### config.mk
export PLATFORM = sky130hd
export DESIGN_NAME = serial_char_receiver
export DESIGN_NICKNAME = d
export VERILOG_FILES = /design/src/rtl/srx_pkg.sv /design/src/rtl/srx_sync.sv /design/src/rtl/srx_frame.sv /design/src/rtl/srx_hold.sv /design/src/rtl/serial_char_receiver.sv
export SDC_FILE = /design/constraint.sdc
export NUM_CORES = 1
export LEC_CHECK = 0
export ABC_CLOCK_PERIOD_IN_PS = 3600
export BUFFER_PORTS_ARGS = -buffer_cell sky130_fd_sc_hd__buf_2
export CAP_MARGIN = 20
export CELL_PAD_IN_SITES_DETAIL_PLACEMENT = 1
export CELL_PAD_IN_SITES_GLOBAL_PLACEMENT = 1
export CORE_MARGIN = 2
export CORE_UTILIZATION = 49
export CTS_CLUSTER_DIAMETER = 60
export DETAILED_ROUTE_END_ITERATION = 16
export PLACE_DENSITY_LB_ADDON = 0.1
export SLEW_MARGIN = 20
export SYNTH_ARGS = -nofsm -noshare
export SYNTH_HDL_FRONTEND = slang
export SYNTH_HIERARCHICAL = 1
export SYNTH_SLANG_ARGS = --single-unit
### constraint.sdc
create_clock -name clk -period 3.6 [get_ports clk]
set_input_delay 0.72 -clock clk [delete_from_list [all_inputs] [get_ports clk]]
set_output_delay 0.72 -clock clk [all_outputs]
set_load 0.03 [all_outputs]
### src/rtl/srx_pkg.sv
package srx_pkg;

   typedef enum logic [2:0] {
      ST_IDLE,
      ST_START,
      ST_DATA,
      ST_PAR,
      ST_STOP
   } srx_state_e;

   typedef enum logic [1:0] {
      PK_EVEN = 2'd0,
      PK_ODD  = 2'd1,
      PK_ZERO = 2'd2,
      PK_ONE  = 2'd3
   } srx_par_kind_e;

   // expected parity bit for a given data-ones parity and check kind
   function automatic logic par_expect(input logic [1:0] kind, input logic ones_odd);
      case (kind)
         PK_EVEN: par_expect = ones_odd;
         PK_ODD:  par_expect = ~ones_odd;
         PK_ZERO: par_expect = 1'b0;
         default: par_expect = 1'b1;
      endcase
   endfunction

endpackage

### src/rtl/srx_sync.sv
module srx_sync #(
   parameter int   STAGES    = 2,
   parameter logic RESET_VAL = 1'b1
) (
   input  logic clk,
   input  logic rst_n,
   input  logic d_async,
   output logic q_sync
);

   if (STAGES < 2) begin : g_bad_stages
      $error("srx_sync: STAGES must be at least 2");
   end

   logic [STAGES-1:0] chain_q;

   for (genvar s = 0; s < STAGES; s++) begin : g_stage
      always_ff @(posedge clk or negedge rst_n) begin
         if (!rst_n) begin
            chain_q[s] <= RESET_VAL;
         end else if (s == 0) begin
            chain_q[s] <= d_async;
         end else begin
            chain_q[s] <= chain_q[(s == 0) ? 0 : s-1];
         end
      end
   end

   assign q_sync = chain_q[STAGES-1];

endmodule

### src/rtl/srx_frame.sv
module srx_frame
   import srx_pkg::*;
#(
   parameter int OVS_RATE = 16,
   parameter int MIN_BITS = 5,
   parameter int MAX_BITS = 8,
   localparam int LENW    = $clog2(MAX_BITS - MIN_BITS + 1),
   localparam int IDXW    = $clog2(MAX_BITS),
   localparam int CNTW    = $clog2(OVS_RATE),
   localparam int HALF    = OVS_RATE / 2
) (
   input  logic                clk,
   input  logic                rst_n,
   input  logic                tick,
   input  logic                line,
   input  logic [LENW-1:0]     cfg_len,
   input  logic                cfg_par_en,
   input  logic [1:0]          cfg_par_kind,
   input  logic                cfg_two_stop,
   output logic                done_o,
   output logic [MAX_BITS-1:0] char_o,
   output logic                perr_o,
   output logic                ferr_o
);

   if (OVS_RATE < 4 || (OVS_RATE % 2) != 0) begin : g_bad_ovs
      $error("srx_frame: OVS_RATE must be even and at least 4");
   end
   if (MIN_BITS < 1 || MAX_BITS <= MIN_BITS) begin : g_bad_len
      $error("srx_frame: MAX_BITS must exceed MIN_BITS");
   end

   srx_state_e          state;
   logic [CNTW-1:0]     tcnt;
   logic [IDXW-1:0]     bidx;
   logic [IDXW-1:0]     last_idx;
   logic [MAX_BITS-1:0] shreg;
   logic                ones_odd;
   logic                perr_q;
   logic                ferr_q;
   logic                stop2_q;
   logic                line_d;
   logic                fall;
   logic                centre;

   assign fall     = line_d & ~line;
   assign centre   = tick && (tcnt == CNTW'(OVS_RATE - 1));
   assign last_idx = IDXW'(MIN_BITS - 1) + IDXW'(cfg_len);

   always_ff @(posedge clk or negedge rst_n) begin
      if (!rst_n) begin
         line_d <= 1'b1;
      end else begin
         line_d <= line;
      end
   end

   always_ff @(posedge clk or negedge rst_n) begin
      if (!rst_n) begin
         state    <= ST_IDLE;
         tcnt     <= '0;
         bidx     <= '0;
         shreg    <= '0;
         ones_odd <= 1'b0;
         perr_q   <= 1'b0;
         ferr_q   <= 1'b0;
         stop2_q  <= 1'b0;
         done_o   <= 1'b0;
      end else begin
         done_o <= 1'b0;
         case (state)
            ST_IDLE: begin
               if (fall) begin
                  state    <= ST_START;
                  tcnt     <= '0;
                  bidx     <= '0;
                  shreg    <= '0;
                  ones_odd <= 1'b0;
                  perr_q   <= 1'b0;
                  ferr_q   <= 1'b0;
                  stop2_q  <= 1'b0;
               end
            end
            ST_START: begin
               if (tick) begin
                  if (tcnt == CNTW'(HALF - 1)) begin
                     tcnt  <= '0;
                     state <= line ? ST_IDLE : ST_DATA;
                  end else begin
                     tcnt <= tcnt + 1'b1;
                  end
               end
            end
            ST_DATA: begin
               if (tick) tcnt <= tcnt + 1'b1;
               if (centre) begin
                  tcnt        <= '0;
                  shreg[bidx] <= line;
                  ones_odd    <= ones_odd ^ line;
                  bidx        <= bidx + 1'b1;
                  if (bidx == last_idx) begin
                     state <= cfg_par_en ? ST_PAR : ST_STOP;
                  end
               end
            end
            ST_PAR: begin
               if (tick) tcnt <= tcnt + 1'b1;
               if (centre) begin
                  tcnt   <= '0;
                  perr_q <= (line != par_expect(cfg_par_kind, ones_odd));
                  state  <= ST_STOP;
               end
            end
            ST_STOP: begin
               if (tick) tcnt <= tcnt + 1'b1;
               if (centre) begin
                  tcnt <= '0;
                  if (!line) ferr_q <= 1'b1;
                  if (cfg_two_stop && !stop2_q) begin
                     stop2_q <= 1'b1;
                  end else begin
                     done_o <= 1'b1;
                     state  <= ST_IDLE;
                  end
               end
            end
            default: state <= ST_IDLE;
         endcase
      end
   end

   assign char_o = shreg;
   assign perr_o = perr_q;
   assign ferr_o = ferr_q;

   assert_done_pulse_R3: assert property (@(posedge clk) disable iff (!rst_n)
      done_o |=> !done_o);

   assert_start_confirm_R2: assert property (@(posedge clk) disable iff (!rst_n)
      ($past(state) == ST_START && state == ST_DATA) |-> !$past(line));

   assert_no_parity_when_off_R6: assert property (@(posedge clk) disable iff (!rst_n)
      (done_o && !cfg_par_en) |-> !perr_o);

endmodule

### src/rtl/srx_hold.sv
module srx_hold #(
   parameter int MAX_BITS = 8
) (
   input  logic                clk,
   input  logic                rst_n,
   input  logic                done_i,
   input  logic [MAX_BITS-1:0] char_i,
   input  logic                perr_i,
   input  logic                ferr_i,
   input  logic                rd_data,
   input  logic                rd_status,
   input  logic                cfg_irq_en,
   output logic [MAX_BITS-1:0] rx_char,
   output logic                data_ready,
   output logic                err_parity,
   output logic                err_frame,
   output logic                err_overrun,
   output logic                irq
);

   logic ovr_hit;

   assign ovr_hit = done_i && data_ready && !rd_data;

   always_ff @(posedge clk or negedge rst_n) begin
      if (!rst_n) begin
         rx_char    <= '0;
         data_ready <= 1'b0;
      end else if (done_i) begin
         rx_char    <= char_i;
         data_ready <= 1'b1;
      end else if (rd_data) begin
         data_ready <= 1'b0;
      end
   end

   always_ff @(posedge clk or negedge rst_n) begin
      if (!rst_n) begin
         err_parity  <= 1'b0;
         err_frame   <= 1'b0;
         err_overrun <= 1'b0;
      end else begin
         if (done_i && perr_i)  err_parity  <= 1'b1;
         else if (rd_status)    err_parity  <= 1'b0;
         if (done_i && ferr_i)  err_frame   <= 1'b1;
         else if (rd_status)    err_frame   <= 1'b0;
         if (ovr_hit)           err_overrun <= 1'b1;
         else if (rd_status)    err_overrun <= 1'b0;
      end
   end

   assign irq = cfg_irq_en & data_ready;

   assert_overrun_needs_unread_R5: assert property (@(posedge clk) disable iff (!rst_n)
      $rose(err_overrun) |-> $past(data_ready));

   assert_read_clears_R3: assert property (@(posedge clk) disable iff (!rst_n)
      (rd_data && !done_i) |=> !data_ready);

   assert_status_clears_R7: assert property (@(posedge clk) disable iff (!rst_n)
      (rd_status && !done_i) |=> !(err_parity || err_frame || err_overrun));

endmodule

### src/rtl/serial_char_receiver.sv
module serial_char_receiver #(
   parameter int OVS_RATE    = 16,
   parameter int SYNC_STAGES = 2
) (
   input  logic       clk,
   input  logic       rst_n,
   input  logic       tick16,
   input  logic       rx_serial,
   input  logic [1:0] cfg_len,
   input  logic       cfg_par_en,
   input  logic [1:0] cfg_par_kind,
   input  logic       cfg_two_stop,
   input  logic       cfg_irq_en,
   input  logic       rd_data,
   input  logic       rd_status,
   output logic [7:0] rx_char,
   output logic       data_ready,
   output logic       err_parity,
   output logic       err_frame,
   output logic       err_overrun,
   output logic       irq
);

   localparam int MIN_BITS = 5;
   localparam int MAX_BITS = 8;

   logic                line_s;
   logic                done;
   logic [MAX_BITS-1:0] char_w;
   logic                perr_w;
   logic                ferr_w;

   srx_sync #(.STAGES(SYNC_STAGES), .RESET_VAL(1'b1)) u_sync (
      .clk     (clk),
      .rst_n   (rst_n),
      .d_async (rx_serial),
      .q_sync  (line_s)
   );

   srx_frame #(.OVS_RATE(OVS_RATE), .MIN_BITS(MIN_BITS), .MAX_BITS(MAX_BITS)) u_frame (
      .clk          (clk),
      .rst_n        (rst_n),
      .tick         (tick16),
      .line         (line_s),
      .cfg_len      (cfg_len),
      .cfg_par_en   (cfg_par_en),
      .cfg_par_kind (cfg_par_kind),
      .cfg_two_stop (cfg_two_stop),
      .done_o       (done),
      .char_o       (char_w),
      .perr_o       (perr_w),
      .ferr_o       (ferr_w)
   );

   srx_hold #(.MAX_BITS(MAX_BITS)) u_hold (
      .clk         (clk),
      .rst_n       (rst_n),
      .done_i      (done),
      .char_i      (char_w),
      .perr_i      (perr_w),
      .ferr_i      (ferr_w),
      .rd_data     (rd_data),
      .rd_status   (rd_status),
      .cfg_irq_en  (cfg_irq_en),
      .rx_char     (rx_char),
      .data_ready  (data_ready),
      .err_parity  (err_parity),
      .err_frame   (err_frame),
      .err_overrun (err_overrun),
      .irq         (irq)
   );

   assert_ready_from_frame_R3: assert property (@(posedge clk) disable iff (!rst_n)
      $rose(data_ready) |-> $past(done));

   assert_irq_gated_R8: assert property (@(posedge clk) disable iff (!rst_n)
      irq |-> (data_ready && cfg_irq_en));

endmodule

# After elaboration in Yosys (flattened, before gate mapping)

Index checks and enable logic that the tools add are counted.

Bits in read-only memories: 0
Memories: 0
Output and inout bits: 13
Logic and storage cells: 123
Bits in writable memories: 0
Register bits after elaboration: 38
Bits of input ports: 13
Bits in latches: 0

Muxes and demuxes: 49
Multipliers: 0
Divide/modulo/power cells: 0
Reductions and logical operators: 26
Bitwise logic cells: 5
Shift operators: 0
Equal/unequal tests: 21
Add/subtract/negate cells: 3
Magnitude comparators: 2

Operator list:

| kind                                                  | count |
|---|---|
| 2-to-1 mux 3 bit                                      | 11 |
| 2-to-1 mux 4 bit                                      | 5 |
| 2-to-1 mux 1 bit                                      | 19 |
| 2-to-1 mux 8 bit                                      | 2 |
| one-hot mux 8 bit (2 select lines)                    | 1 |
| one-hot mux 3 bit (5 select lines)                    | 1 |
| inequality test 2 x 1 -> 1 bit, second input constant | 7 |
| nonzero test 2 bit                                    | 7 |
| one-hot mux 4 bit (3 select lines)                    | 1 |
| AND reduction 4 bit                                   | 3 |
| bitwise mux 8 bit                                     | 1 |
| one-hot mux 1 bit (2 select lines)                    | 4 |
| AND reduction 8 bit                                   | 1 |
| logical AND 1 bit                                     | 7 |
| == test 3 x 2 -> 1 bit, second input constant         | 2 |
| inequality test 2 bit, second input constant          | 3 |
| one-hot mux 3 bit (2 select lines)                    | 1 |
| AND reduction 3 bit                                   | 2 |
| adder 4 x 1 -> 4 bit, second input constant           | 1 |
| == test 4 x 3 -> 1 bit, second input constant         | 1 |
| == test 4 bit, second input constant                  | 1 |
| < comparator 3 x 4 -> 1 bit, second input constant    | 1 |
| adder 3 x 1 -> 3 bit, second input constant           | 1 |
| adder 3 x 2 -> 3 bit, first input constant            | 1 |
| other kinds (19)                                      | 22 |

# Depth between registers and ports, before layout

Gate-level depths: netlist (run 1).

Depth after elaboration: 7
Mapped depth: 7
Gate-level depth less buffers: 6

# Cells and area by module

Netlist (run 1), hierarchy kept.

Modules (own cells, without submodules):

| module    | area each (um^2) | cells each | instances | seq. area each (um^2) |
|---|---|---|---|---|
| srx_frame | 1460.2           | 145        | 1         | 601.8 |
| srx_hold  | 476.7            | 28         | 1         | 300.3 |
| srx_sync  | 52.6             | 2          | 1         | 52.6 |

# Worst setup path before layout (run 1)

No wires, ideal clock.

Path kind: input to output
Start: input cfg_irq_en
End: output irq
Arrival time: 1.001 ns
Path slack: 1.879 ns
Buffers on the path: 0
Data required time: 2.880 ns
Stages on the path: 1
Cells stage by stage: and2_1

Longest elaborated chain between the ends: 1

RTL lines:

| item              | RTL line                   | RTL |
|---|---|---|
| from (decl)       | serial_char_receiver.sv:13 | `input logic cfg_irq_en,` |
| bitwise AND 1 bit | srx_hold.sv:52             | `assign irq = cfg_irq_en & data_ready;` |
| to (decl)         | serial_char_receiver.sv:21 | `output logic irq` |

Every way passes these cells.

# Worst setup path after layout (run 1)

Start: register u_frame.state[1]
End: register u_frame.shreg[1] (netlist: u_frame/char_o[1])

Longest elaborated chain between the ends: 3
Elaborated cells on any way between the ends: 7
Classes of those cells: 3 x eq/ne; 1 x mux; 3 x reduce/logical

RTL lines:

| item                                                                                         | RTL line         | RTL |
|---|---|---|
| from (decl)                                                                                  | srx_frame.sv:33  | `srx_state_e state;` |
| from (signal assigned)                                                                       | srx_frame.sv:88  | `state <= line ? ST_IDLE : ST_DATA;` |
| from (signal assigned)                                                                       | srx_frame.sv:102 | `state <= cfg_par_en ? ST_PAR : ST_STOP;` |
| == test 3 x 2 -> 1 bit / logical NOT 3 bit (equally long branches)                           | srx_frame.sv:71  | `case (state)` |
| inequality test 2 x 1 -> 1 bit (no source line) / nonzero test 2 bit (equally long branches) | --               |  |
| AND reduction 3 bit (no source line)                                                         | --               |  |
| to (signal, indexed assignment)                                                              | srx_frame.sv:98  | `shreg[bidx] <= line;` |
| to (decl)                                                                                    | srx_frame.sv:37  | `logic [MAX_BITS-1:0] shreg;` |

Several ways; a longest one is shown, not always the timed one.
A chain may end at the register's enable or synchronous reset.

==> results.txt, run 1 <==
----------------------------------------------------
[Logic synthesis]
  Yosys Warn Count ... 6
  Netlist cell types ... 49
  Average size of a mapped cell ... 11.37 µm²
  Arithmetic-cell share of the synthesized area counting full adders, half adders and majority gates ... 0.01258
  Total of flip-flops plus latches after synthesis ... 38
  Netlist Area Pre-Place ... 1989 µm²
  Share of synthesized area spent on multiplexers ... 0.07673
  XOR/XNOR share of the synthesized area ... 0.03459
  Largest family of logic cells by synthesized area ... simple AND/OR/NAND/NOR gates
  Sequential-to-total area share from yosys stat ... 0.4799
  Total nets after synthesis ... 190
  Share of synthesized cell area in and, or, nand and nor gates ... 0.1969
  Predominant post-synthesis flop cell ... sky130_fd_sc_hd__dfrtp_1
  EDFF count, synth ... 0
  Number of instances in the synthesized netlist ... 175
  Synth Area in Compound Gates ... 0.1541
  Async S/R FF share, synth ... 1.000

[Final layout]
  Leading cell types in the layout, fill and taps excluded ... sky130_fd_sc_hd__dfrtp_1 (35), sky130_fd_sc_hd__buf_2 (25), sky130_fd_sc_hd__nand2_1 (11), sky130_fd_sc_hd__nand3_1 (9)
  Final cell utilization of the core ... 0.5722
  Final layout net count ... 212
  Layout cells sized above 1 ... 0.3081
  Layout Area Growth over Synthesis ... 13.40%
  Leading cell type in the layout, fill and taps excluded ... sky130_fd_sc_hd__dfrtp_1
  Antenna Cells ... 0

[Power and ir drop]
  Clock share of power ... 0.355
  Total power ... 1.263 mW
  Power per Cell Area ... about 560 nW/µm²
  Leakage ... 1.006 nW
  Combinational Power Share ... 0.198
  Switching power share of the total ... 0.3052
  Peak VDD IR ... slightly above 0.4 mV
  Sequential group share of total power ... 0.447
  Internal Dissipation ... 877.7 µW
  Switching pwr ... 385.6 µW

[Clock network]
  Worst-skew pair later-pin latency ... a little under 0.3 ns
  Number of buffers inserted by hold repair at cts ... 0
  Inserted Clock Buffers ... 5
  Clock-pin transition on the worst setup and hold timing paths ... roughly 0.08 ns
  Clock Path Buffers ... 2
  Number of H-tree levels ... 2
  Master cell of the clock root buffer ... sky130_fd_sc_hd__clkbuf_8
  Post-CTS repair timing setup buffer count ... 0
  Clock tree from TritonCTS ... done
  CTS sink cnt ... 38
  Resized Gates After CTS ... 0

[Place]
  Final HPWL DP ... roughly 3.0 mm
  Final weighted congestion in routability-driven placement ... slightly below 0.8
  Count of input and output buffers ... 25

[Global routing]
  GRT Total Usage ... 0.2181
  Wire length of the first global-routing pass ... 7.231 mm
  Total global routing overflow ... 0
  Pin count of the biggest net entering global routing ... 39
  Antenna violations before repair ... 0
  Number of global-route vias before repair ... 1,455

[STA]
  Crit path time final ... 1.996 ns
  Final setup viols ... 0
  Maximum clock frequency ... 501.0 MHz
  Final Cycle Share ... 0.5544
  Max-slew headroom ... 0.4420
  Number of pins exceeding their max-slew limit in the final report ... 0
  Aggregate negative setup slack ... 0 ns
  Least-Margin Pin Slew ... 0.8370 ns
  Endpoints failing hold ... 0
  Setup repair after global routing missed its margin ... false
  Setup clock skew after layout ... 0.004967 ns

[Die]
  Area of the core ... 3943 µm²
  Site row count ... 23
  Die area ... 4586 µm²
  Die Y-Extent ... 67.72 µm
  I/O pins ... 26
  Horizontal extent of the die ... about 68 µm
  Initial core utilization ... 0.5046

[Route]
  Final routed wirelength across all metal layers ... 4.396 mm
  Vias per cell ... 5.806
  Post-route DRC ... 0
  Antenna Violating Nets Remaining ... 0
  Via count ... approximately 1,400
  Drt initial violations ... 43
  Wire per inst ... 17.73 µm
  Total iterations of the first detailed-routing run ... 4

[Critical path]
  Start of the worst register-to-register path ... u_frame/state[1]
  WP data required ... 3.80 ns
  Origin of the worst setup path ... u_frame/state[1]
  Type of the worst setup path ... flop to flop
  CP Launch Type ... flop
  Worst EP arrival ... roughly 2.2 ns
  Largest fanout of any net on the critical path ... 17
  Category of the worst setup path capture point ... flop

[Flow run]
  Number of maximum-capacitance violations ... 0

[Min path]
  Worst Hold Class ... flop to flop
  Min-Delay Startpoint ... u_sync/chain_q[0]

[Status]
  Run status ... finished clean

----------------------------------------------------
worst max-delay path: stages (launching register included):
cell and delay (ns):
sky130_fd_sc_hd__dfrtp_1 0.75, sky130_fd_sc_hd__inv_1 0.24, sky130_fd_sc_hd__nor2_4 0.22, sky130_fd_sc_hd__o21ai_4 0.16, sky130_fd_sc_hd__nor4b_2 0.30, sky130_fd_sc_hd__mux2i_1 0.24
cell families (layout without fill, tap and decap cells):
kind of cell / count (synthesis) / after routing
AOI/OAI and AO/OA: 41 / 41
adders and majority gates: 2 / 2
xor gates and xnor gates: 7 / 7
muxes: 12 / 12
and+or+nand+nor: 58 / 58
buffers and inverters: 17 / 40
DFF: 38 / 38
metrics by stage:
step | cells | hold slack, ns | worst slack (ns) | instance area [µm²]
after floorplan | 175 | 0.3452 | 1.879 | 1989
after global placement | 240 | 0.3489 | 1.653 | 2113
after detailed placement | 240 | 0.3507 | 1.572 | 2113
after CTS | 248 | 0.3646 | 1.610 | 2256
after global routing | 248 | 0.3703 | 1.446 | 2256
final | 248 | 0.3624 | 1.604 | 2256
flip-flops by register name, summed over array words and instances, names as in the netlist:
| signal | count |
|---|---|
| u_frame/done_o | 1 |
| u_hold/err_overrun | 1 |
| u_frame/ones_odd | 1 |
| u_frame/bidx | 3 |
| u_sync/q_sync | 1 |
| u_sync/chain_q | 1 |
| u_hold/err_frame | 1 |
| u_frame/char_o | 8 |
| u_frame/tcnt | 4 |
| u_frame/line_d | 1 |
| u_frame/ferr_o | 1 |
| u_frame/state | 3 |
| u_frame/perr_o | 1 |
| u_hold/data_ready | 1 |
| u_frame/stop2_q | 1 |
| u_hold/err_parity | 1 |
| u_hold/rx_char | 8 |
power by group through the flow:
stage	combinational, mW	sequential [mW]	clock [mW]
finish	0.250	0.565	0.449
global route	0.290	0.576	0.480
CTS	0.251	0.565	0.457
detailed placement	0.248	0.574	0
global placement	0.234	0.568	0
floorplan	0.246	0.520	0
Yosys cell counts, types with 5 or more instances:
cell type / number / area [µm²]
sky130_fd_sc_hd__o21ai_1: 6 / 30.03
sky130_fd_sc_hd__a21oi_1: 6 / 30.03
sky130_fd_sc_hd__o211ai_1: 5 / 37.54
sky130_fd_sc_hd__nor2_1: 7 / 26.28
sky130_fd_sc_hd__nand2b_1: 5 / 31.28
sky130_fd_sc_hd__nand3_1: 9 / 45.04
sky130_fd_sc_hd__dfrtp_1: 35 / 875.8
sky130_fd_sc_hd__inv_1: 7 / 26.28
sky130_fd_sc_hd__mux2_4: 6 / 90.09
sky130_fd_sc_hd__nand2_1: 11 / 41.29
layout make-up:
| class | instances | area [µm²] |
|---|---|---|
| Timing Repair Buffer | 25 | 125.1 |
| Fill cell | 439 | 1687 |
| Tap cell | 50 | 62.56 |
| Clock buffer | 6 | 82.58 |
| Multi-Input combinational cell | 120 | 944.7 |
| Sequential cell | 38 | 954.7 |
| Inverter | 7 | 26.28 |
| Clock inverter | 2 | 60.06 |
worst paths after layout:
| path | to | slack (ns) | cells past startpoint |
|---|---|---|---|
| max | u_frame/char_o[1] | 1.60 | 5 |
| min | u_sync/q_sync | 0.36 | 0 |
| max reg2reg | u_frame/char_o[1] | 1.60 | 5 |
| min reg2reg | u_sync/q_sync | 0.36 | 0 |
| max in group asynchronous | u_frame/stop2_q | 2.55 | 1 |
| min in group asynchronous | u_hold/rx_char[1] | 0.53 | 1 |
routing by layer:
layer,GRT usage,up-vias,part of all wire
li1,-,673,-
met1,0.2636,739,0.43
met2,0.3701,22,0.53
met3,0.05167,6,0.027
met4,0.09184,0,0.018
met5,0,-,0
(Power assumes the default switching activity.)
==> run 2: changes to the inputs <==
--- a/config.mk
+++ b/config.mk
@@ -5,13 +5,13 @@
 export SDC_FILE = /design/constraint.sdc
 export NUM_CORES = 1
 export LEC_CHECK = 0
-export ABC_CLOCK_PERIOD_IN_PS = 3600
+export ABC_CLOCK_PERIOD_IN_PS = 1970
 export BUFFER_PORTS_ARGS = -buffer_cell sky130_fd_sc_hd__buf_2
 export CAP_MARGIN = 20
 export CELL_PAD_IN_SITES_DETAIL_PLACEMENT = 1
 export CELL_PAD_IN_SITES_GLOBAL_PLACEMENT = 1
 export CORE_MARGIN = 2
-export CORE_UTILIZATION = 49
+export CORE_UTILIZATION = 45
 export CTS_CLUSTER_DIAMETER = 60
 export DETAILED_ROUTE_END_ITERATION = 16
 export PLACE_DENSITY_LB_ADDON = 0.1
==> constraint.sdc (replaced) <==
create_clock -name clk -period 1.97 [get_ports clk]
set_input_delay 0.394 -clock clk [delete_from_list [all_inputs] [get_ports clk]]
set_output_delay 0.394 -clock clk [all_outputs]
set_load 0.03 [all_outputs]
==> results.txt, run 2 (synthesis gave the netlist of run 1 again) <==
----------------------------------------------------
[Status]
  Run status ... finished clean

[Die]
  Horizontal extent of the die ... approximately 70 µm
  Die Y-Extent ... 70.49 µm
  Initial core utilization ... 0.4633
  I/O pins ... 26
  Area of the core ... 4294 µm²
  Die area ... 4969 µm²
  Site row count ... 24

[Final layout]
  Layout cells sized above 1 ... 0.3284
  Leading cell type in the layout, fill and taps excluded ... sky130_fd_sc_hd__dfrtp_1
  Final layout net count ... 218
  Antenna Cells ... 0
  Layout Area Growth over Synthesis ... 14.09%
  Number of fillers in the final layout ... 480
  Sequential Area ... 954.7 µm²
  Leading cell types in the layout, fill and taps excluded ... sky130_fd_sc_hd__dfrtp_1 (35), sky130_fd_sc_hd__buf_2 (25), sky130_fd_sc_hd__nand2_1 (11), sky130_fd_sc_hd__nand3_1 (9)
  Final instance area ... 2270 µm²
  Area of the multi-input gates ... roughly 940 µm²

[Route]
  Final routed wirelength across all metal layers ... 4.242 mm
  Antenna Violating Nets Remaining ... 0
  Total iterations of the first detailed-routing run ... 5
  Vias per cell ... 5.641
  Via count ... 1,444
  Drt initial violations ... roughly 110
  Post-route DRC ... 0
  Wire per inst ... 16.57 µm

[Critical path]
  Top Family by Delay on Critical Path ... flip-flops
  Crit path max-delay cell type ... sky130_fd_sc_hd__dfrtp_1
  Type of the worst setup path ... flop to flop
  WP data required ... around 2.2 ns
  Category of the worst setup path capture point ... flop
  R2R setup slack ... 0.15 ns
  Largest fanout of any net on the critical path ... 14
  End of the worst register-to-register path ... u_frame/char_o[4]
  CP Launch Type ... flop
  Ordered list of cells on the worst path ... inv_1 -> nor2_4 -> o21ai_4 -> nor4b_2 -> mux2i_1
  Delay of the slowest critical-path stage ... 0.62 ns
  Total buffers and inverters traversed by the critical path ... 1
  Worst EP arrival ... 2.03 ns
  Start of the worst register-to-register path ... u_frame/state[1]
  R2R depth ... 5

[Place]
  Final weighted congestion in routability-driven placement ... 0.8077
  Placed cell area ... 2161 µm²
  Final HPWL DP ... 3.092 mm
  Count of input and output buffers ... 25

[Power and ir drop]
  Leakage ... about 1.0 nW
  Peak VDD IR ... 0.5195 mV
  Power per Cell Area ... 948.4 nW/µm²
  Total power ... 2.152 mW

[Global routing]
  Number of global-route vias before repair ... around 1,500
  Wire length of the first global-routing pass ... 7.445 mm
  GRT Total Usage ... 0.1942
  Antenna violations before repair ... 0
  Total global routing overflow ... 0
  Pin count of the biggest net entering global routing ... 39

[STA]
  Number of pins exceeding their max-slew limit in the final report ... 0
  Final setup viols ... 0
  Setup clock skew after layout ... 0.002594 ns
  Crit path time final ... 1.823 ns
  Final-layout worst hold slack ... 0.1458 ns
  Least-Margin Pin Slew ... just under 0.7 ns
  Setup repair after global routing missed its margin ... false
  Max-slew headroom ... 0.5361
  Maximum clock frequency ... 548.6 MHz
  Aggregate negative setup slack ... 0 ns
  Final Cycle Share ... 0.9253
  Endpoints failing hold ... 0

[Clock network]
  Resized Gates After CTS ... 0
  Master cell of the clock root buffer ... sky130_fd_sc_hd__clkbuf_8
  Worst-skew pair later-pin latency ... around 0.29 ns
  Number of H-tree levels ... 2
  Clock-pin transition on the worst setup and hold timing paths ... 0.07 ns
  Number of buffers inserted by hold repair at cts ... 0
  CTS sink cnt ... 38
  Inserted Clock Buffers ... 5
  Post-CTS repair timing setup buffer count ... 0
  Clock tree from TritonCTS ... done
  Clock Path Buffers ... 2

[Min path]
  Worst Hold Class ... input pin to asynchronous set/reset pin

[Flow run]
  Number of maximum-capacitance violations ... 0

----------------------------------------------------
[run 2: changes by cell type in the layout (fill, tap and decap cells not counted)]
cell	before	now
sky130_fd_sc_hd__buf_4	0	6
sky130_fd_sc_hd__clkinv_2	0	2
sky130_fd_sc_hd__bufinv_16	2	1
sky130_fd_sc_hd__clkbuf_8	6	5
[run 2: how the worst max path moves through the flow]
| stage | cells past startpoint | from | slack, ns | end |
|---|---|---|---|---|
| floorplan | 6 | u_frame/tcnt[0] | 0.36 | u_frame/char_o[4] |
| global placement | 5 | u_frame/state[0] | 0.26 | u_frame/tcnt[2] |
| detailed placement | 6 | u_frame/tcnt[0] | 0.17 | u_frame/char_o[4] |
| CTS | 5 | u_frame/state[1] | 0.15 | u_frame/char_o[4] |
| global route | 5 | u_frame/state[1] | 0.005 | u_frame/char_o[4] |
| finish | 5 | u_frame/state[1] | 0.15 | u_frame/char_o[4] |
[run 2: area by class of cell]
cell class	count	area share
well taps	52	0.02867
clock inverters	3	0.01764
repair buffers	31	0.07497
multi-input cells	120	0.4162
flip-flops and latches	38	0.4206
inverters	7	0.01158
clock buffers	5	0.03032
[run 2: per-stage QoR]
stage               instances  setup WS, ns  utilization
floorplan                 175        0.3553            -
global placement          248        0.2639       0.5032
detailed placement        248        0.1695       0.5032
CTS                       256        0.1516       0.5286
global route              256      0.004563       0.5286
finish                    256        0.1471       0.5286
[run 2: where the power goes]
part           internal, mW  switching, mW
clock network         0.373          0.275
logic                 0.217          0.272
registers             0.862          0.153
total                  1.45          0.700
[run 2: per-layer routing]
| layer | vias to the layer above | wire length [µm] | track usage |
|---|---|---|---|
| met2 | 26 | 2218 | 0.3365 |
| met3 | 6 | 151 | 0.05195 |
| met1 | 726 | 1818 | 0.2294 |
| li1 | 686 | - | - |
| met5 | - | 0 | 0 |
| met4 | 0 | 53 | 0.07051 |
